`config.mk`:
```
export PLATFORM = sky130hd
export DESIGN_NAME = alarm_edge_intc
export DESIGN_NICKNAME = d
export VERILOG_FILES = /design/src/rtl/alarm_intc_pkg.sv /design/src/rtl/alarm_intc_ctrl.sv /design/src/rtl/alarm_intc_datapath.sv /design/src/rtl/alarm_edge_intc.sv
export SDC_FILE = /design/constraint.sdc
export NUM_CORES = 1
export LEC_CHECK = 0
export BUFFER_PORTS_ARGS = -buffer_cell sky130_fd_sc_hd__buf_2
export CAP_MARGIN = 20
export CORE_ASPECT_RATIO = 1.1
export CORE_MARGIN = 2
export CORE_UTILIZATION = 53
export DETAILED_ROUTE_END_ITERATION = 10
export PLACE_DENSITY = 0.77
export SLEW_MARGIN = 20
export SYNTH_ARGS = -nofsm -noshare
export SYNTH_HDL_FRONTEND = slang
export SYNTH_SLANG_ARGS = --single-unit
```
`constraint.sdc`:
```
create_clock -name clk -period 1.8 [get_ports clk]
set_clock_uncertainty 0.05 [all_clocks]
set_input_delay 0.36 -clock clk [delete_from_list [all_inputs] [get_ports clk]]
set_output_delay 0.36 -clock clk [all_outputs]
set_load 0.01 [all_outputs]
```
`src/rtl/alarm_intc_pkg.sv`:
```
package alarm_intc_pkg;

  localparam int ALARM_CNT = 6;
  localparam int REG_W     = 8;
  localparam int ADDR_W    = 2;

  localparam logic [ADDR_W-1:0] ADDR_START_EN  = 2'd0;
  localparam logic [ADDR_W-1:0] ADDR_END_EN    = 2'd1;
  localparam logic [ADDR_W-1:0] ADDR_START_STS = 2'd2;
  localparam logic [ADDR_W-1:0] ADDR_END_STS   = 2'd3;

  // Alarms that exist only on DS3 lines: severely errored frame (5), idle (3)
  localparam logic [ALARM_CNT-1:0] DS3_ONLY_MASK = 6'b101000;

  typedef enum logic [1:0] {
    MODE_DS3   = 2'b00,
    MODE_E3_A  = 2'b01,
    MODE_E3_B  = 2'b10,
    MODE_E3_X  = 2'b11
  } line_mode_e;

  // Strobes from the register decoder to the datapath
  typedef struct packed {
    logic                 loadStartEn;
    logic                 loadEndEn;
    logic                 clrStartSts;
    logic                 clrEndSts;
    logic [ALARM_CNT-1:0] bits;
  } reg_strobe_t;

endpackage

```
`src/rtl/alarm_intc_ctrl.sv`:
```
module alarm_intc_ctrl
  import alarm_intc_pkg::*;
(
  input  logic                 regWrEn,
  input  logic [ADDR_W-1:0]    regAddr,
  input  logic [REG_W-1:0]     regWrData,
  input  logic [ALARM_CNT-1:0] startEn,
  input  logic [ALARM_CNT-1:0] endEn,
  input  logic [ALARM_CNT-1:0] startSts,
  input  logic [ALARM_CNT-1:0] endSts,
  output reg_strobe_t          strobe,
  output logic [REG_W-1:0]     regRdData
);

  // Reserved write bits are dropped here
  logic unusedWrHigh;
  assign unusedWrHigh = ^regWrData[REG_W-1:ALARM_CNT];

  always_comb begin
    strobe      = '0;
    strobe.bits = regWrData[ALARM_CNT-1:0];
    if (regWrEn) begin
      case (regAddr)
        ADDR_START_EN:  strobe.loadStartEn = 1'b1;
        ADDR_END_EN:    strobe.loadEndEn   = 1'b1;
        ADDR_START_STS: strobe.clrStartSts = 1'b1;
        ADDR_END_STS:   strobe.clrEndSts   = 1'b1;
        default:        ;
      endcase
    end
  end

  // Reads are combinational; upper bits stay zero
  always_comb begin
    regRdData = '0;
    case (regAddr)
      ADDR_START_EN:  regRdData[ALARM_CNT-1:0] = startEn;
      ADDR_END_EN:    regRdData[ALARM_CNT-1:0] = endEn;
      ADDR_START_STS: regRdData[ALARM_CNT-1:0] = startSts;
      ADDR_END_STS:   regRdData[ALARM_CNT-1:0] = endSts;
      default:        ;
    endcase
  end

endmodule

```
`src/rtl/alarm_intc_datapath.sv`:
```
module alarm_intc_datapath
  import alarm_intc_pkg::*;
(
  input  logic                 clk,
  input  logic                 rstN,
  input  logic [ALARM_CNT-1:0] alarmIn,
  input  logic [1:0]           modeSel,
  input  reg_strobe_t          strobe,
  output logic [ALARM_CNT-1:0] startEn,
  output logic [ALARM_CNT-1:0] endEn,
  output logic [ALARM_CNT-1:0] startSts,
  output logic [ALARM_CNT-1:0] endSts,
  output logic                 intN
);

  logic [ALARM_CNT-1:0] liveMask;
  logic [ALARM_CNT-1:0] pendVec;

  // E3 framings drop the DS3-only alarms
  always_comb begin
    if (modeSel == MODE_DS3) liveMask = '1;
    else                     liveMask = ~DS3_ONLY_MASK;
  end

  always_ff @(posedge clk or negedge rstN) begin
    if (!rstN)                   startEn <= '0;
    else if (strobe.loadStartEn) startEn <= strobe.bits;
  end

  always_ff @(posedge clk or negedge rstN) begin
    if (!rstN)                 endEn <= '0;
    else if (strobe.loadEndEn) endEn <= strobe.bits;
  end

  for (genvar i = 0; i < ALARM_CNT; i++) begin : g_alarm
    logic syncQ;
    logic prevQ;
    logic riseEv;
    logic fallEv;
    logic startBit;
    logic endBit;
    logic clrStart;
    logic clrEnd;

    always_ff @(posedge clk or negedge rstN) begin
      if (!rstN) begin
        syncQ <= 1'b0;
        prevQ <= 1'b0;
      end else begin
        syncQ <= alarmIn[i];
        prevQ <= syncQ;
      end
    end

    assign riseEv   = syncQ & ~prevQ & liveMask[i];
    assign fallEv   = ~syncQ & prevQ & liveMask[i];
    assign clrStart = strobe.clrStartSts & strobe.bits[i];
    assign clrEnd   = strobe.clrEndSts & strobe.bits[i];

    // A fresh edge outranks a clear in the same cycle
    always_ff @(posedge clk or negedge rstN) begin
      if (!rstN) begin
        startBit <= 1'b0;
        endBit   <= 1'b0;
      end else begin
        startBit <= (startBit & ~clrStart) | riseEv;
        endBit   <= (endBit & ~clrEnd) | fallEv;
      end
    end

    assign startSts[i] = startBit;
    assign endSts[i]   = endBit;
  end

  assign pendVec = ((startSts & startEn) | (endSts & endEn)) & liveMask;
  assign intN    = ~|pendVec;

endmodule

```
`src/rtl/alarm_edge_intc.sv`:
```
module alarm_edge_intc
  import alarm_intc_pkg::*;
(
  input  logic                 clk,
  input  logic                 rstN,
  input  logic [ALARM_CNT-1:0] alarmIn,
  input  logic [1:0]           modeSel,
  input  logic                 regWrEn,
  input  logic [ADDR_W-1:0]    regAddr,
  input  logic [REG_W-1:0]     regWrData,
  output logic [REG_W-1:0]     regRdData,
  output logic                 intN
);

  reg_strobe_t          strobe;
  logic [ALARM_CNT-1:0] startEn;
  logic [ALARM_CNT-1:0] endEn;
  logic [ALARM_CNT-1:0] startSts;
  logic [ALARM_CNT-1:0] endSts;

  alarm_intc_ctrl u_ctrl (
    .regWrEn   (regWrEn),
    .regAddr   (regAddr),
    .regWrData (regWrData),
    .startEn   (startEn),
    .endEn     (endEn),
    .startSts  (startSts),
    .endSts    (endSts),
    .strobe    (strobe),
    .regRdData (regRdData)
  );

  alarm_intc_datapath u_dp (
    .clk      (clk),
    .rstN     (rstN),
    .alarmIn  (alarmIn),
    .modeSel  (modeSel),
    .strobe   (strobe),
    .startEn  (startEn),
    .endEn    (endEn),
    .startSts (startSts),
    .endSts   (endSts),
    .intN     (intN)
  );

endmodule

```
# Yosys cells after proc, flatten, opt, wreduce, memory -nomap -nowiden
# Index checks and enable logic that the tools add are counted.
dict set report totals {
  regBits 36
  latch_bits 0
  ram_bits 0
  rom_bits 0
  input_bits 21
  out_inout_bits 9
  wordCells 128
  mem_count 0
}
dict set report op_classes {
  add_sub_neg 0
  n_mul 0
  n_div 0
  n_lt_le_gt_ge 0
  n_eq_ne 3
  n_shift 0
  n_mux 7
  bitwise_logic 88
  reduce_logical 4
}
# cell n
set ops {}
lappend ops {{$and A1 B1 Y1} 48}
lappend ops {{$not A1 Y1} 24}
lappend ops {{$pmux W6 S4} 1}
lappend ops {{$and A6 B6 Y6} 3}
lappend ops {{$or A1 B1 Y1} 12}
lappend ops {{$mux W6} 1}
lappend ops {{$or A6 B6 Y6} 1}
lappend ops {{$reduce_or A6 Y1} 1}
lappend ops {{$eq A2 B2 Y1 const B} 2}
lappend ops {{$logic_not A2 Y1} 2}
lappend ops {{$mux W1} 4}
lappend ops {{$mux W4} 1}
lappend ops {{$eq A2 B1 Y1 const B} 1}
lappend ops {{$logic_not A1 Y1} 1}

# Depth between registers and ports, before layout
dict set report logic_depth {
  depth_word 7
  depth_mapped 4
}

# Cells and area by module
# Synthesis repeated with hierarchy kept, for this count alone.
dict set report hier_totals {
  cells_unflattened 127
  hier_area_um2 1655.3
}
# module n_inst cells_each area_each_um2 seq_area_each_um2
set by_module_without_submodules {}
lappend by_module_without_submodules {alarm_intc_datapath 1 106 1405.1 900.9}
lappend by_module_without_submodules {alarm_intc_ctrl 1 21 250.2 0.0}

# Worst setup path before layout
# OpenSTA, ideal clock, no wires.
dict set report synth_path {
  path_type {input-to-output}
  from {input regAddr[0]}
  to {output regRdData[0]}
  arrival_ns 1.104
  setup_slack_ns 0.286
  cell_stages 2
  cell_sequence {buf_6 -> mux4_1}
}
dict set report synth_between {
  elab_chain_len 2
  word_cells_on_any_way 5
}
# element line_no
set synth_rtl {}
lappend synth_rtl {{from (decl)} alarm_edge_intc.sv:9} ;# input logic [ADDR_W-1:0] regAddr,
lappend synth_rtl {{$eq A2 B2 Y1, or another cell as far along} alarm_intc_ctrl.sv:36} ;# case (regAddr)
lappend synth_rtl {{$pmux W6 S4 (*)} alarm_intc_ctrl.sv:36}
lappend synth_rtl {{to (decl)} alarm_edge_intc.sv:11} ;# output logic [REG_W-1:0] regRdData,
# Mark *: on every way between the ends. The rest lies on a longest branch, timed or not.

# Worst setup path after layout
dict set report layout_path {
  from {register u_dp.endEn[1]}
  to {output intN}
}
dict set report layout_between {
  elab_chain_len 5
}
# element line_no
set layout_rtl {}
lappend layout_rtl {{from (decl)} alarm_intc_datapath.sv:10} ;# output logic [ALARM_CNT-1:0] endEn,
lappend layout_rtl {{from (signal assigned)} alarm_intc_datapath.sv:32} ;# else if (strobe.loadEndEn) endEn <= strobe.bits;
lappend layout_rtl {{$and A6 B6 Y6} alarm_intc_datapath.sv:75} ;# assign pendVec = ((startSts & startEn) | (endSts & endEn)) & liveMask;
lappend layout_rtl {{$or A6 B6 Y6} alarm_intc_datapath.sv:75}
lappend layout_rtl {{$and A6 B6 Y6} alarm_intc_datapath.sv:75}
lappend layout_rtl {{$reduce_or A6 Y1} alarm_intc_datapath.sv:76} ;# assign intN = ~|pendVec;
lappend layout_rtl {{$logic_not A1 Y1} alarm_intc_datapath.sv:76}
lappend layout_rtl {{to (decl)} alarm_edge_intc.sv:12} ;# output logic intN
# No other way between the ends.

==> impl_results.md <==
- Status: complete, but fails checks
- Failing checks: setup timing
- First-pass DRT Iterations: 4
- Clock sink count: 36
- Register area share after synthesis: 58.5%
- Met3 WL post-DR: 160 µm
- Via density: 5.72
- Detailed-route wire length: 3010 µm
- Initial Utilization: 55.4%
- P_int: 1.31 mW
- Clk pwr share: 25.0%
- Routed len/inst: 16.4 µm
- Met1 WL: 1350 µm
- Yosys cell types: 21
- Setup ws final: -111 ps
- Via count: 1,046
- CP startpoint: u_dp.endEn[1]
- Critical Path Sink Type: primary output
- Data required time of the critical path: 1390 ps
- DP HPWL: 2110 µm
- Number of antenna diodes: 0
- Sequential share of power: 55.4%
- IO Pins: 30
- Die area: 0.00335 mm²
- Max-Cap Viols: 0
- Final instance area: 0.00183 mm²
- Dpl ws: -25.8 ps
- # DRC: 0
- Largest net degree at the start of global routing: 21
- Top Metal Used: met4
- Gate power share: 19.7%
- Hold path start: alarmIn[1]
- Clock Pin Slew Worst Setup and Hold Paths: 100 ps
- YS warnings: 0
- Gpl congestion: 0.777
- CTS tree: done
- Total global routing overflow: 0
- Clock Tree Root: clkbuf_4
- GRT Overall Usage: 21.1%
- Port Buffer Count: 25
- Filler cells: 206
- Pwr/cell area: 972 mW/mm²
- Max Root-Sink Buffers: 2
- Final Slew Violations: 0
- Seq cells post-synth: 36
- Layout cells sized above 1: 39.3%
- # H-tree levels: 2
- Period utilization: 106%
- Nets: 170
- Core area: 0.00278 mm²
- Crit path max fanout: 3
- Mean Syn Cell Area: 13.6 µm²
- Worst skew pair latency: 330 ps
- Maximum clock frequency: 523 MHz
- Leak: 0.856 nW
- Gate count after technology mapping: 113
- Area after DPL: 0.00169 mm²
- Die Y: 60.5 µm
- P_sw: 476 µW
- Final setup fails: 3
- Most frequent cells in the layout: 36 x dfrtp_1, 21 x buf_2, 12 x inv_1, 12 x o21ai_0, 12 x nand2_1
- Most common cell after layout, fill and taps aside: dfrtp_1
- CP startpoint kind: register
- Setup CP Type: register to primary output
- Detail Route Antenna Nets: 0
- Crit path time final: 1910 ps
- Number of DRC markers in iteration 0: 19
- Initial antenna violation count: 0
- FF-to-FF Start: u_dp.startEn[2]
- First-pass GRT wire length: 5240 µm
- Vias in the first global route: 1,092
- Synth-to-layout area growth: 19.1%
- Peak supply drop: 0.000692 V
- Total CTS buffers: 5
- Final Hold Fails: 0
- # rows: 20
- Switching share of total power: 26.7%
- Met2 routed WL: 1440 µm
- Mapped Area: 0.00154 mm²
- RSZ-0062 raised after global routing: yes
- Worst hold path class: input port to register
- Width of the die: 55.4 µm
- CP arrival: 1500 ps
layer usage:
metal  up-vias  global-route usage, %
met4         0                   8.01
met5         -                      0
met1       528                   26.0
met3         9                   7.46
met2        30                   35.0
li1        479                      -
worst max-delay path: stages, from the launching register on:
cell and delay, ps:
dfrtp_1 410, a22o_1 230, a221oi_2 220, o311a_1 200
buf_2 120
cell usage after synthesis:
cell type / count / area, µm²
a32o_1: 4 / 40.0
a221oi_1: 3 / 26.3
buf_2: 1 / 5.00
nand3b_4: 1 / 20.0
mux2_2: 8 / 90.1
and3b_2: 1 / 10.0
nand3b_1: 1 / 7.51
conb_1: 1 / 3.75
mux4_2: 2 / 45.0
o311a_1: 1 / 10.0
dfrtp_1: 36 / 901
mux4_1: 4 / 105
a22o_1: 7 / 61.3
nand2_1: 12 / 45.0
buf_4: 3 / 22.5
buf_6: 1 / 11.3
nor3b_4: 1 / 18.8
inv_1: 12 / 45.0
o21ai_0: 12 / 60.1
and3_2: 1 / 7.51
nor2_1: 1 / 3.75
logic make-up (layout without fill, tap and decap cells):
kind of cell | count (synthesis) | after routing | synth area share (%)
AOI/OAI and AO/OA | 27 | 27 | 12.8
buffers and inverters | 17 | 53 | 5.45
DFF | 36 | 36 | 58.5
muxes | 14 | 14 | 15.6
other | 1 | 2 | 0.244
and+or+nand+nor | 18 | 18 | 7.32
state kept, by name, indices dropped and copies added, names as in the netlist:
signal	count
u_dp.g_alarm.syncQ	6
u_dp.endEn	6
u_dp.g_alarm.startBit	6
u_dp.g_alarm.prevQ	6
u_dp.startEn	6
u_dp.g_alarm.endBit	6
worst paths after layout:
kind / end / slack [ps] / cells past startpoint
hold reg to reg: u_dp.g_alarm[0].prevQ / 330 / 0
setup reg to reg: u_dp.startEn[2] / 740 / 3
hold / removal: u_dp.g_alarm[1].syncQ / 80 / 1
min in group asynchronous: u_dp.g_alarm[2].endBit / 430 / 2
max in group asynchronous: u_dp.g_alarm[1].prevQ / 820 / 3
setup / recovery: intN / -110 / 4
through the flow:
stage               hold WS, ps  util (%)  TNS [ps]  power, mW  cells
finish                     81.1      66.0      -254       1.78    183
global placement            249      60.9     -36.7       1.26    168
detailed placement          258      60.9     -56.7       1.28    168
floorplan                  14.4         -         0       1.16    114
global route               59.7      66.0      -548       1.88    183
CTS                        74.7      64.9      -298       1.77    180
power by group through the flow:
| stage | Clock [mW] | Sequential (mW) | Combinational, mW |
|---|---|---|---|
| 6_report | 0.445 | 0.987 | 0.351 |
| 5_1_grt | 0.495 | 0.999 | 0.382 |
| 4_1_cts | 0.451 | 0.985 | 0.330 |
| 3_5_place_dp | 0 | 0.994 | 0.289 |
| 3_3_place_gp | 0 | 0.984 | 0.276 |
| 2_1_floorplan | 0 | 0.967 | 0.197 |
cell type report:
| class | count | area, µm² | area share [%] |
|---|---|---|---|
| flip-flops and latches | 36 | 901 | 49.1 |
| multi-input cells | 61 | 562 | 30.6 |
| repair buffers | 33 | 225 | 12.3 |
| clock buffers | 8 | 58.8 | 3.21 |
| inverters | 12 | 45.0 | 2.46 |
| well taps | 33 | 41.3 | 2.25 |
timing repair:
action	4_1_cts	5_1_grt
endpoints found under the setup margin	5	7
pin swaps	2	0
hold buffers	1	0
resized for setup	9	3
endpoints found under the hold margin	16	0
buffers inserted	3	3
gates cloned	0	0
Power figures use the tool's default switching activity.
